$ cat src/rtl/dce_pkg.sv
package dce_pkg;
  localparam int unsigned DIV_STAGES = 3;
  localparam int unsigned RATE_W     = 2;

  typedef logic [RATE_W-1:0] rate_t;

  // Map a rate code to a tap index; codes past the last tap clamp onto it.
  function automatic int unsigned tap_index(input int unsigned code,
                                            input int unsigned stages);
    return (code >= stages) ? stages - 1 : code;
  endfunction
endpackage

$ cat src/rtl/dce_rate_latch.sv
module dce_rate_latch #(
  parameter int unsigned RATE_W = dce_pkg::RATE_W
) (
  input  logic              clk,
  input  logic              rst_n,
  input  logic              run,
  input  logic [RATE_W-1:0] rate_in,
  output logic [RATE_W-1:0] rate_q
);
  // Capture only while idle, so a running train keeps its period.
  always_ff @(posedge clk or negedge rst_n) begin
    if (!rst_n)    rate_q <= '0;
    else if (!run) rate_q <= rate_in;
  end
endmodule

$ cat src/rtl/dce_divider_chain.sv
module dce_divider_chain #(
  parameter int unsigned STAGES = dce_pkg::DIV_STAGES
) (
  input  logic              clk,
  input  logic              rst_n,
  input  logic              run,
  output logic [STAGES-1:0] taps
);
  // Down-counting toggle chain: from all-zero, the first active edge
  // sets every stage, so each tap starts in its high half-period.
  logic [STAGES-1:0] borrow;

  for (genvar k = 0; k < STAGES; k++) begin : g_stage
    if (k == 0) begin : g_first
      assign borrow[k] = 1'b1;
    end else begin : g_next
      assign borrow[k] = borrow[k-1] & ~taps[k-1];
    end

    always_ff @(posedge clk or negedge rst_n) begin
      if (!rst_n)         taps[k] <= 1'b0;
      else if (!run)      taps[k] <= 1'b0;
      else if (borrow[k]) taps[k] <= ~taps[k];
    end
  end
endmodule

$ cat src/rtl/dce_tap_resync.sv
module dce_tap_resync #(
  parameter int unsigned STAGES = dce_pkg::DIV_STAGES,
  parameter int unsigned RATE_W = dce_pkg::RATE_W
) (
  input  logic              clk,
  input  logic              rst_n,
  input  logic              run,
  input  logic [STAGES-1:0] taps,
  input  logic [RATE_W-1:0] rate,
  output logic              level
);
  localparam int unsigned IDX_W = (STAGES > 1) ? $clog2(STAGES) : 1;

  logic [IDX_W-1:0] idx;
  logic             picked;

  always_comb begin
    idx    = IDX_W'(dce_pkg::tap_index(32'(rate), STAGES));
    picked = taps[idx];
  end

  always_ff @(posedge clk or negedge rst_n) begin
    if (!rst_n)    level <= 1'b0;
    else if (!run) level <= 1'b0;
    else           level <= picked;
  end
endmodule

$ cat src/rtl/dce_edge_pulse.sv
module dce_edge_pulse (
  input  logic clk,
  input  logic rst_n,
  input  logic run,
  input  logic level,
  output logic pulse
);
  logic level_d;

  always_ff @(posedge clk or negedge rst_n) begin
    if (!rst_n)    level_d <= 1'b0;
    else if (!run) level_d <= 1'b0;
    else           level_d <= level;
  end

  // Gated by run so a falling enable silences the output at once.
  assign pulse = run & level & ~level_d;
endmodule

$ cat src/rtl/divclk_enable_gen.sv
module divclk_enable_gen #(
  parameter int unsigned STAGES = dce_pkg::DIV_STAGES,
  parameter int unsigned RATE_W = dce_pkg::RATE_W
) (
  input  logic              clk,
  input  logic              rst_n,
  input  logic              en,
  input  logic [RATE_W-1:0] rate_sel,
  output logic              tick
);
  logic [RATE_W-1:0] rate_q;
  logic [STAGES-1:0] taps;
  logic              level;

  dce_rate_latch #(.RATE_W(RATE_W)) u_rate (
    .clk(clk), .rst_n(rst_n), .run(en), .rate_in(rate_sel), .rate_q(rate_q)
  );

  dce_divider_chain #(.STAGES(STAGES)) u_div (
    .clk(clk), .rst_n(rst_n), .run(en), .taps(taps)
  );

  dce_tap_resync #(.STAGES(STAGES), .RATE_W(RATE_W)) u_sync (
    .clk(clk), .rst_n(rst_n), .run(en), .taps(taps), .rate(rate_q), .level(level)
  );

  dce_edge_pulse u_pulse (
    .clk(clk), .rst_n(rst_n), .run(en), .level(level), .pulse(tick)
  );
endmodule

$ cat config.mk
export PLATFORM = sky130hd
export DESIGN_NAME = divclk_enable_gen
export DESIGN_NICKNAME = d
export VERILOG_FILES = /design/src/rtl/dce_pkg.sv /design/src/rtl/dce_rate_latch.sv /design/src/rtl/dce_divider_chain.sv /design/src/rtl/dce_tap_resync.sv /design/src/rtl/dce_edge_pulse.sv /design/src/rtl/divclk_enable_gen.sv
export SDC_FILE = /design/constraint.sdc
export NUM_CORES = 1
export LEC_CHECK = 0
export BUFFER_PORTS_ARGS = -buffer_cell sky130_fd_sc_hd__buf_2
export CELL_PAD_IN_SITES_DETAIL_PLACEMENT = 1
export CELL_PAD_IN_SITES_GLOBAL_PLACEMENT = 1
export CORE_AREA = 2 2 39 41
export CTS_BUF_LIST = sky130_fd_sc_hd__clkbuf_16
export DETAILED_ROUTE_END_ITERATION = 16
export DIE_AREA = 0 0 41 43
export PLACE_DENSITY = 0.54
export SETUP_SLACK_MARGIN = 0.05
export SLEW_MARGIN = 20
export SYNTH_ARGS = -nofsm -noshare
export SYNTH_HDL_FRONTEND = slang
export SYNTH_SLANG_ARGS = --single-unit
$ cat constraint.sdc
create_clock -name clk -period 1.1 [get_ports clk]
set_input_delay 0.055 -clock clk [delete_from_list [all_inputs] [get_ports clk]]
set_output_delay 0.055 -clock clk [all_outputs]
set_load 0.02 [all_outputs]
==> impl_results.md <==
* Run status: finished, final reports clean
* Post-Route WL at 534 microns
* Max Clock Freq at 0.994 GHz
* Synth Instances at 20
* I/O Pins at 6
* Delay of the slowest cell on the worst path at 0.40 ns
* First-pass GRT wire length at 883 microns
* Slew HR at 0.891
* Fin. Hold Viols at 0
* Initial DRC Count at 2
* Clock buffer depth at 2
* Root buf cell: clkbuf_16
* Critical path class: flop to flop
* Synth Register Bits at 7
* Crit path DAT at 1.16 ns
* Total CTS buffers at 3
* Total grt overflow at 0
* Share of layout cells above drive strength 1 at 0.485
* CP cell instances: or3_1 > a21boi_1
* Hold endpoint: u_rate.rate_q[0]
* DRC Markers at 0
* Fin area at 453 sq um
* Min-Delay Path Class: input pin to flop
* FF-to-FF End: u_div.taps[2]
* Mean Syn Cell Area at 14.0 sq um
* Largest net degree at the start of global routing at 8
* First-pass iteration count of the detailed router at 2
* Slowest cell on crit path: dfrtp_1
* Vias in the first global route at 200
* Worst VDD drop at 0.00132 V
* # port buffers at 5
* Core footprint at 1380 sq um
* H-tree depth at 1
* Setup_tns at 0 ns
* Worst hold path depth at 2
* Worst-path fanout max at 5
* Yosys warns at 0
* Worst path buffer plus inverter count at 0
* Fillers at 153
* Clk sink count at 7
* Routability congestion estimate at 0.686
* Initial antenna violation count at 0
* Final Slew Violations at 0
* Rows at 14
* Hold_sp: rate_sel[0]
* Leading cell types in the layout, fill and taps excluded: dfrtp_1, buf_2, clkbuf_16, buf_4, mux2_2
* R2R Setup Slk at 0.09 ns
* Ant. Diodes at 0
* Actual slew at the worst max-slew pin at 0.163 ns
* Die Y at 43 microns
* Effective utilization at floorplan at 0.203
* Reg clk slew, reported paths at 0.04 ns
* Sequential share of the synthesized area at 0.625
* Max cap viols at 0
* Final Util at 0.327
* Via Count at 190
* Final worst path period share at 0.914
* Vias per cell at 3.88
* Post-layout min period at 1.01 ns
* GR Util All Layers at 0.0882
* CTS tree: yes
* DIE WIDTH at 41 microns
* Crit-path leading delay family: flip-flops
* Pwr Total at 0.000995 W
* Setup-failing EPs final at 0
* PwrDens at 2200 nW/um^2
* Syn Nets at 25
* DIE AREA at 1760 sq um
* Clock Skews at 0.00261 ns
* Post-layout net count at 39
* RSZ-0062 raised after global routing: no
* Post-route ant nets at 0
* R2R cell count at 2
* Setup crit start kind: flop
* Commonest non-fill, non-tap cell in the layout: dfrtp_1
* Critical path required time at 1.25 ns
* LEAKAGE at 0.223 nW
* Synth unique cells at 12
* Placed cell areas at 325 sq um
* CP Capture Type: flop
* Worst r2r src: u_div.taps[0]
* Avg WL per Cell at 10.9 microns
* Clock latency on the worst-skew pair at 0.23 ns
* Synthesized area at 280 sq um
* Synth-to-layout area growth at 61.6%
## kinds of logic (layout without fill, tap and decap cells)
family | count (synthesis) | count (layout) | synth area share
AOI/OAI and AO/OA | 3 | 3 | 0.0804
xor gates and xnor gates | 1 | 1 | 0.0313
buffers and inverters | 0 | 13 | 0
DFF | 7 | 7 | 0.625
muxes | 3 | 3 | 0.121
and+or+nand+nor | 6 | 6 | 0.143
## state kept, by name, summed over array words and instances, names as in the netlist
register	flops
u_rate.rate_q	2
u_div.taps	3
u_pulse.level_d	1
u_sync.level	1
## worst max-delay path by stage
stage                        from  cells past startpoint  slack (ns)       endpoint
finish              u_div.taps[0]                      2        0.09  u_div.taps[2]
global route        u_div.taps[0]                      2        0.05  u_div.taps[2]
CTS                  u_sync.level                      3        0.05           tick
detailed placement  u_div.taps[0]                      2        0.08  u_div.taps[2]
global placement    u_div.taps[1]                      2         0.1   u_sync.level
floorplan           u_div.taps[1]                      2        0.12   u_sync.level
## metal layers
layer / global-route usage / part of all wire / wire length [microns]
met5: 0 / 0 / 0
met4: 0.0600 / 0 / 0
met3: 0.0942 / 0.081 / 43
met2: 0.100 / 0.49 / 261
met1: 0.0930 / 0.43 / 229
## where the power goes
part | internal (W) | total (W) | leakage, nW | switching, W
Combinational | 0.0000581 | 0.0000895 | 0.0925 | 0.0000315
Clock | 0.000472 | 0.000603 | 0.0423 | 0.000131
Sequential | 0.000284 | 0.000302 | 0.0883 | 0.0000174
Total | 0.000815 | 0.000995 | 0.223 | 0.000180
## repair_timing
item	CTS	global route
hold endpoints to repair	7	0
setup endpoints to repair	0	3
gates resized for setup	0	4
buffers inserted	0	3
hold buffers	1	0
## area by class of cell
cell class              count  area (sq um)  area share
flip-flops and latches      7           175       0.387
well taps                  16          20.0      0.0442
clock buffers               3          75.1       0.166
multi-input cells          13           115       0.254
clock inverters             1          3.75     0.00829
repair buffers              9          63.8       0.141
## synthesized netlist by cell type
master / instances / share of area
a21boi_1: 1 / 0.027
nand2b_1: 1 / 0.022
and2b_2: 1 / 0.031
o211a_1: 1 / 0.036
and2_1: 2 / 0.045
mux2_2: 2 / 0.080
or3_1: 1 / 0.022
xnor2_1: 1 / 0.031
o21ai_0: 1 / 0.018
mux2_1: 1 / 0.040
nor2b_1: 1 / 0.022
dfrtp_1: 7 / 0.63
## stage by stage
step	std cells	hold WS [ns]	setup WS (ns)
after floorplan	20	-0.241	0.121
after global placement	41	-0.105	0.0967
after detailed placement	41	-0.103	0.0804
after CTS	46	0.0634	0.0524
after global routing	49	0.0685	0.0459
final	49	0.0641	0.0944
No activity file was read; power rests on OpenSTA's default activity.
